### config.mk
export PLATFORM = sky130hd
export DESIGN_NAME = dma_xfer_engine
export DESIGN_NICKNAME = d
export VERILOG_FILES = /design/src/rtl/dma_eng_pkg.sv /design/src/rtl/dma_addr_step.sv /design/src/rtl/dma_seq_fsm.sv /design/src/rtl/dma_xfer_engine.sv
export SDC_FILE = /design/constraint.sdc
export NUM_CORES = 1
export LEC_CHECK = 0
export ABC_CLOCK_PERIOD_IN_PS = 3200
export BUFFER_PORTS_ARGS = -buffer_cell sky130_fd_sc_hd__buf_2
export CORE_MARGIN = 2
export CORE_UTILIZATION = 37
export CTS_CLUSTER_SIZE = 20
export DETAILED_ROUTE_END_ITERATION = 6
export HOLD_SLACK_MARGIN = 0.05
export PLACE_DENSITY = 0.61
export SYNTH_ARGS = -nofsm -noshare
export SYNTH_HDL_FRONTEND = slang
export SYNTH_SLANG_ARGS = --single-unit
### constraint.sdc
create_clock -name clk_i -period 3.2 [get_ports clk_i]
set_input_delay 0.48 -clock clk_i [delete_from_list [all_inputs] [get_ports clk_i]]
set_output_delay 0.48 -clock clk_i [all_outputs]
set_load 0.1 [all_outputs]
### src/rtl/dma_eng_pkg.sv
package dma_eng_pkg;
  typedef enum logic [1:0] {SVC_DEMAND, SVC_SINGLE, SVC_BLOCK, SVC_CASCADE} svc_e;
  typedef enum logic [1:0] {XT_VERIFY, XT_WRITE, XT_READ, XT_ILLEGAL} xtype_e;
  typedef enum logic [1:0] {REL_NONE, REL_ONE, REL_TC, REL_DROP} rel_e;
  typedef enum logic [1:0] {ST_IDLE, ST_ACT, ST_CASC} st_e;

  typedef struct packed {
    svc_e   svc;
    logic   dec;
    logic   auto_init;
    xtype_e xtype;
  } mode_t;
endpackage

### src/rtl/dma_addr_step.sv
module dma_addr_step #(
  parameter int unsigned AW = 16,
  parameter int unsigned CW = 16
) (
  input  logic [AW-1:0] addr_i,
  input  logic [CW-1:0] cnt_i,
  input  logic [AW-1:0] base_addr_i,
  input  logic [CW-1:0] base_cnt_i,
  input  logic          dec_i,
  input  logic          auto_i,
  output logic [AW-1:0] nxt_addr_o,
  output logic [CW-1:0] nxt_cnt_o,
  output logic          tc_o
);
  localparam logic [AW-1:0] ONE_A = AW'(1);
  localparam logic [CW-1:0] ONE_C = CW'(1);

  assign tc_o = (cnt_i == '0);

  always_comb begin
    if (tc_o && auto_i) begin
      nxt_addr_o = base_addr_i;
      nxt_cnt_o  = base_cnt_i;
    end else begin
      nxt_addr_o = dec_i ? addr_i - ONE_A : addr_i + ONE_A;
      nxt_cnt_o  = cnt_i - ONE_C;
    end
  end
endmodule

### src/rtl/dma_seq_fsm.sv
module dma_seq_fsm
  import dma_eng_pkg::*;
(
  input  logic clk_i,
  input  logic rst_ni,
  input  logic start_i,
  input  svc_e svc_start_i,
  input  svc_e svc_i,
  input  logic auto_i,
  input  logic dreq_i,
  input  logic tc_i,
  output logic act_o,
  output logic casc_o,
  output logic done_o,
  output rel_e rel_o,
  output logic tc_o,
  output logic mask_o
);
  st_e  st_q, st_n;
  logic fin;
  rel_e rel_n;

  always_comb begin
    st_n  = st_q;
    fin   = 1'b0;
    rel_n = REL_NONE;
    unique case (st_q)
      ST_IDLE: if (start_i) st_n = (svc_start_i == SVC_CASCADE) ? ST_CASC : ST_ACT;
      ST_ACT: begin
        if (tc_i) begin
          fin = 1'b1; rel_n = REL_TC;
        end else if (svc_i == SVC_SINGLE) begin
          fin = 1'b1; rel_n = REL_ONE;
        end else if (svc_i == SVC_DEMAND && !dreq_i) begin
          fin = 1'b1; rel_n = REL_DROP;
        end
      end
      ST_CASC: if (!dreq_i) begin
        fin = 1'b1; rel_n = REL_DROP;
      end
      default: st_n = ST_IDLE;
    endcase
    if (fin) st_n = ST_IDLE;
  end

  always_ff @(posedge clk_i or negedge rst_ni) begin
    if (!rst_ni) begin
      st_q   <= ST_IDLE;
      done_o <= 1'b0;
      rel_o  <= REL_NONE;
      tc_o   <= 1'b0;
      mask_o <= 1'b0;
    end else begin
      st_q   <= st_n;
      done_o <= fin;
      rel_o  <= rel_n;
      tc_o   <= fin && (rel_n == REL_TC);
      mask_o <= fin && (rel_n == REL_TC) && !auto_i;
    end
  end

  assign act_o  = (st_q == ST_ACT);
  assign casc_o = (st_q == ST_CASC);
endmodule

### src/rtl/dma_xfer_engine.sv
module dma_xfer_engine
  import dma_eng_pkg::*;
#(
  parameter int unsigned AW = 16,
  parameter int unsigned CW = 16
) (
  input  logic          clk_i,
  input  logic          rst_ni,
  input  logic          start_i,
  input  logic [5:0]    mode_i,
  input  logic [AW-1:0] addr_i,
  input  logic [CW-1:0] cnt_i,
  input  logic [AW-1:0] base_addr_i,
  input  logic [CW-1:0] base_cnt_i,
  input  logic          dreq_i,
  output logic          busy_o,
  output logic          dack_o,
  output logic [AW-1:0] addr_o,
  output logic          mem_rd_o,
  output logic          mem_wr_o,
  output logic [AW-1:0] cur_addr_o,
  output logic [CW-1:0] cur_cnt_o,
  output logic          done_o,
  output logic [1:0]    rel_o,
  output logic          tc_o,
  output logic          mask_set_o
);
  mode_t         mode_in, mode_q;
  logic [AW-1:0] addr_q, baddr_q, nxt_addr;
  logic [CW-1:0] cnt_q, bcnt_q, nxt_cnt;
  logic          act, casc, tc_now, idle;
  rel_e          rel;

  assign mode_in = mode_t'(mode_i);
  assign idle    = !act && !casc;

  dma_addr_step #(.AW(AW), .CW(CW)) i_step (
    .addr_i      (addr_q),
    .cnt_i       (cnt_q),
    .base_addr_i (baddr_q),
    .base_cnt_i  (bcnt_q),
    .dec_i       (mode_q.dec),
    .auto_i      (mode_q.auto_init),
    .nxt_addr_o  (nxt_addr),
    .nxt_cnt_o   (nxt_cnt),
    .tc_o        (tc_now)
  );

  dma_seq_fsm i_fsm (
    .clk_i       (clk_i),
    .rst_ni      (rst_ni),
    .start_i     (start_i),
    .svc_start_i (mode_in.svc),
    .svc_i       (mode_q.svc),
    .auto_i      (mode_q.auto_init),
    .dreq_i      (dreq_i),
    .tc_i        (tc_now),
    .act_o       (act),
    .casc_o      (casc),
    .done_o      (done_o),
    .rel_o       (rel),
    .tc_o        (tc_o),
    .mask_o      (mask_set_o)
  );

  always_ff @(posedge clk_i or negedge rst_ni) begin
    if (!rst_ni) begin
      mode_q  <= '0;
      addr_q  <= '0;
      cnt_q   <= '0;
      baddr_q <= '0;
      bcnt_q  <= '0;
    end else if (idle && start_i) begin
      mode_q  <= mode_in;
      addr_q  <= addr_i;
      cnt_q   <= cnt_i;
      baddr_q <= base_addr_i;
      bcnt_q  <= base_cnt_i;
    end else if (act) begin
      addr_q  <= nxt_addr;
      cnt_q   <= nxt_cnt;
    end
  end

  assign busy_o     = act || casc;
  assign dack_o     = act || (casc && dreq_i);
  assign addr_o     = act ? addr_q : '0;
  assign mem_rd_o   = act && (mode_q.xtype == XT_READ);
  assign mem_wr_o   = act && (mode_q.xtype == XT_WRITE);
  assign cur_addr_o = addr_q;
  assign cur_cnt_o  = cnt_q;
  assign rel_o      = rel;
endmodule

Word level (Yosys, flattened, before mapping)

Index checks and enable logic that the tools add are counted.

Flip-flop bits (word level): 77
Input bits: 74
Output and inout bits: 57
Word-level logic and storage cells: 68

Add/sub/neg operators: 3
Equal/unequal tests: 9
Multiplexer cells: 22
Reductions and logical operators: 21

Operators with widths:

| cell                    | number |
|---|---|
| $mux W16                | 8 |
| $sub A16 B1 Y16 const B | 2 |
| $add A16 B1 Y16 const B | 1 |
| $logic_not A16 Y1       | 1 |
| $mux W2                 | 7 |
| $logic_and A1 B1 Y1     | 9 |
| $eq A2 B2 Y1 const B    | 4 |
| $pmux W2 S2             | 2 |
| $eq A2 B1 Y1 const B    | 3 |
| $logic_not A1 Y1        | 4 |
| $logic_not A2 Y1        | 2 |
| $mux W1                 | 4 |
| $ne A3 B2 Y1 const B    | 1 |
| $logic_or A1 B1 Y1      | 2 |
| $ne A2 B1 Y1 const B    | 1 |
| $pmux W1 S2             | 1 |
| $reduce_and A2 Y1       | 1 |
| $reduce_bool A2 Y1      | 1 |
| $reduce_or A2 Y1        | 1 |

Logic depth before layout (Yosys ltp)

Depth after elaboration: 9
Mapped depth: 10

Cells and area by module

A second synthesis with hierarchy kept.

Cell total of the unflattened synthesis: 563
Area total of the unflattened synthesis: 5245.0 um2

By module, submodules not included:

| module          | times used | cells each | area an instance (um2) | sequential area each (um2) |
|---|---|---|---|---|
| dma_xfer_engine | 1          | 285        | 3338.2                 | 1751.7 |
| dma_addr_step   | 1          | 245        | 1526.5                 | 0.0 |
| dma_seq_fsm     | 1          | 33         | 380.4                  | 175.2 |

Least setup slack after synthesis

No wires, ideal clock.

Path kind: register to output
From: reg i_fsm.st_q[1]
To: out mem_rd_o
Data arrival time: 3.295 ns
Setup slack: -0.575 ns
Stages on the path, launching flop included: 6
Cell sequence: dfrtp_1 > inv_1 > ha_1 > clkinv_1 > buf_2 > nor3b_1

Longest elaborated chain between the ends: 2

Ends and longest elaborated chain:

| element                  | line                  | source |
|---|---|---|
| start: declaration       | dma_seq_fsm.sv:19     | `st_e st_q, st_n;` |
| start signal: assignment | dma_seq_fsm.sv:54     | `st_q <= st_n;` |
| $eq A2 B1 Y1             | dma_seq_fsm.sv:62     | `assign act_o = (st_q == ST_ACT);` |
| $logic_and A1 B1 Y1      | dma_xfer_engine.sv:88 | `assign mem_rd_o = act && (mode_q.xtype == XT_READ);` |
| end: declaration         | dma_xfer_engine.sv:19 | `output logic mem_rd_o,` |

Every way passes these cells.

Final worst setup path

From: reg mode_q[3] (netlist bit)
To: reg addr_q[13], in the netlist cur_addr_o[13]

Longest elaborated chain between the ends: 4

Ends and longest elaborated chain:

| element                  | line                  | source |
|---|---|---|
| start: declaration       | dma_xfer_engine.sv:28 | `mode_t mode_in, mode_q;` |
| start signal: assignment | dma_xfer_engine.sv:74 | `mode_q <= mode_in;` |
| $mux W16                 | dma_addr_step.sv:25   | `nxt_addr_o = dec_i ? addr_i - ONE_A : addr_i + ONE_A;` |
| $mux W16                 | dma_addr_step.sv:21   | `if (tc_o && auto_i) begin` |
| $mux W16                 | dma_xfer_engine.sv:79 | `end else if (act) begin` |
| $mux W16                 | dma_xfer_engine.sv:73 | `end else if (idle && start_i) begin` |
| end signal: assignment   | dma_xfer_engine.sv:75 | `addr_q <= addr_i;` |
| end signal: assignment   | dma_xfer_engine.sv:80 | `addr_q <= nxt_addr;` |
| end: declaration         | dma_xfer_engine.sv:29 | `logic [AW-1:0] addr_q, baddr_q, nxt_addr;` |

Every way passes these cells. The select of a mux whose other input is x is not followed.
A chain may end at the register's enable or synchronous reset.

==> key figures <==
Setup path
  • Setup CP Type: register to register
  • CP cell instances: ha_1, a21oi_1, o21ai_0, a21o_1, a221o_1, a31oi_1, xor2_1, o22ai_1
  • Crit. Startpoint: mode_q[3]
  • R2R Setup Slk: 580 ps
  • Crit-path slowest cell: dfrtp_1
  • WP data required: 3410 ps
  • Buf+Inv Stages, Crit Path: 0
  • Startpoint Class: register
  • Worst Path Max Fanout: 17
  • Arrival time worst endpoint: 2830 ps
  • Largest delay share family, worst path: compound AO/OA/AOI/OAI gates
  • CP endpoint kind: register
  • R2r startpoint: mode_q[3]
  • R2R depth: 8
  • Crit path largest cell delay: 740 ps
  • R2R Path End: cur_addr_o[13]

Detailed routing
  • Via density: 5.35
  • Drt pass-1 iters: 4
  • Wire length per cell: 16.0 um
  • Routed Antenna Nets: 0
  • Final wirelength: 13.3 mm
  • Vias: 4434
  • 1st-iter DRT viols: 368
  • Remaining DRCs: 0

Global route
  • Pin count of the biggest net entering global routing: 78
  • GRT Util Overall: 20.8%
  • Vias in the first global route: 4143
  • Initial antenna violation count: 0
  • Grt total ovfl: 0
  • First-pass GRT wire length: 21.2 mm

Final layout
  • Fillers: 1209
  • Multi-input logic area: 2400 um2
  • Area grow syn2layout: 25.8%
  • Number of nets in the layout: 770
  • Share of layout cells above drive strength 1: 24.5%
  • Final Non-Filler Cells: 829
  • Reg area: 1930 um2
  • Antenna Cells: 0

Die
  • Initial core utilization: 37.6%
  • CORE AREA: 11900 um2
  • Die height: 114 um
  • Boundary Pins: 131
  • Die W: 114 um
  • Cell Rows: 40
  • Die area: 13000 um2

STA
  • Slew Viols, Final: 0
  • Final hold vios: 0
  • Fmax: 382 MHz
  • Worst Max-Slew Pin Slew: 1000 ps
  • Final Setup Violations: 0
  • Min Tclk post-route: 2620 ps
  • Setup TNS: 0 ps
  • Setup Skew: 7.99 ps
  • Worst slew margin: 33.1%
  • Period utilization: 81.9%
  • RSZ-0062 raised after global routing: no

CTS
  • Worst-path clk slew: 60 ps
  • Num CTS Buffers: 9
  • Hold_buf cts: 0
  • CTS max path bufs: 2
  • CTS Root Cell: clkbuf_16
  • Clk_lat worst skew: 340 ps
  • PostCTS Resize Cnt: 0
  • CTS tree: yes
  • H-tree levels: 3
  • Setup bufs post-CTS: 0
  • Clock Sinks: 77

Yosys
  • Distinct cells, synth: 51
  • Synth Area per Inst: 8.13 um2
  • Synth warnings: 0
  • Yosys reg bits: 77
  • Sequential fraction of the synthesis area: 43.0%
  • Post-synth EDFFs: 0
  • Synth Net Count: 644
  • Synth async-reset ratio: 100%
  • Prevailing post-synth register cell: dfrtp_1
  • Syn Inst Count: 551
  • Synth Cell Area: 4480 um2

Placed design
  • Detailed placer's ending HPWL: 9.44 mm
  • GPL Wtd Cong: 0.881
  • PortBufs: 130
  • Placed Cells: 813

Min path
  • Hold Path Class: input pin to async pin

Run status
  • Outcome: finished, final reports clean

Run
  • Max_cap viols: 0
[stage by stage]
stage,utilization [%],area (um2),setup slack [ps],hold slack [ps]
6_report,47.3,5640,579,285
5_1_grt,47.3,5640,423,328
4_1_cts,47.3,5640,600,316
3_5_place_dp,44.8,5330,604,457
3_3_place_gp,44.8,5330,671,449
2_1_floorplan,-,4480,245,184
[synthesized netlist by cell type, drive strengths merged, types with 3 or more instances]
cell	count	share of area, %
a211oi	7	1.2
a21o	11	1.8
a21oi	40	4.5
a31oi	9	1.3
and2	17	2.4
and3	7	0.98
buf	6	0.92
clkbuf	21	1.8
dfrtp	77	43
ha	18	5.0
inv	11	0.92
nand2	158	13
nand2b	3	0.42
nand3	7	0.78
nand4	4	0.70
nor2	40	3.4
nor2b	3	0.42
nor3	9	1.3
nor3b	3	0.61
nor4	3	0.42
o211ai	4	0.67
o21ai	39	4.4
o21bai	3	0.50
o22ai	8	1.1
or3	5	0.70
xnor2	12	2.3
xor2	3	0.59
[kinds of logic after synthesis]
kind of cell	after synthesis	share of synthesized area [%]
compound gates	136	18.4
flops	77	43.0
mux	1	0.223
simple gates	264	26.3
xor+xnor	15	2.93
fa+ha+maj	19	5.47
buf+inv	39	3.69
[placed cells by master (no fill, tap or decap), drive strengths merged, types with 4 or more instances in the layout]
master / instances
a211oi: 7
a21o: 11
a21oi: 40
a31oi: 9
and2: 17
and3: 7
buf: 142
clkbuf: 11
dfrtp: 77
ha: 18
inv: 12
nand2: 158
nand3: 7
nand4: 4
nor2: 40
nor3: 9
o211ai: 4
o21ai: 39
o22ai: 8
or3: 5
xnor2: 12
[worst reg2reg max path, stage by stage (launching register included)]
cell and delay, ps:
dfrtp_1 740, ha_1 410, a21oi_1 180, o21ai_0 130, a21o_1 190, a221o_1 390, a31oi_1 220, xor2_1 160
o22ai_1 80
[layer usage]
metal | global-route usage [%] | share of wire, % | vias up
met5 | 0 | 0 | -
met1 | 29.5 | 47 | 2120
met2 | 31.2 | 45 | 142
met4 | 8.70 | 2.5 | 0
li1 | - | - | 2148
met3 | 3.77 | 5.5 | 24
[how the worst max path moves through the flow]
stage,cells after the start,endpoint,slack (ps)
2_1_floorplan,6,mem_wr_o,250
3_3_place_gp,8,cur_addr_o[8],670
3_5_place_dp,8,cur_addr_o[13],600
4_1_cts,8,cur_addr_o[13],600
5_1_grt,8,cur_addr_o[13],420
6_report,8,cur_addr_o[13],580
[layout make-up]
| type | count | area share (%) |
|---|---|---|
| timing repair buffer | 142 | 13.7 |
| clock inverter | 5 | 1.04 |
| sequential | 77 | 34.2 |
| tap | 147 | 3.26 |
| inverter | 12 | 0.799 |
| clock buffer | 11 | 4.31 |
| multi-input combinational | 435 | 42.7 |
[sequential cells by signal, indices dropped and copies added, names as in the netlist]
| register | flops |
|---|---|
| cur_addr_o | 16 |
| cur_cnt_o | 16 |
| bcnt_q | 16 |
| i_fsm.tc_o | 1 |
| mode_q | 6 |
| i_fsm.st_q | 2 |
| i_fsm.done_o | 1 |
| i_fsm.rel_o | 2 |
| baddr_q | 16 |
| i_fsm.mask_o | 1 |
Power is left out: the tool's default activity adds up to more than one toggle a clock period on the data nets, which glitch-free logic cannot reach.
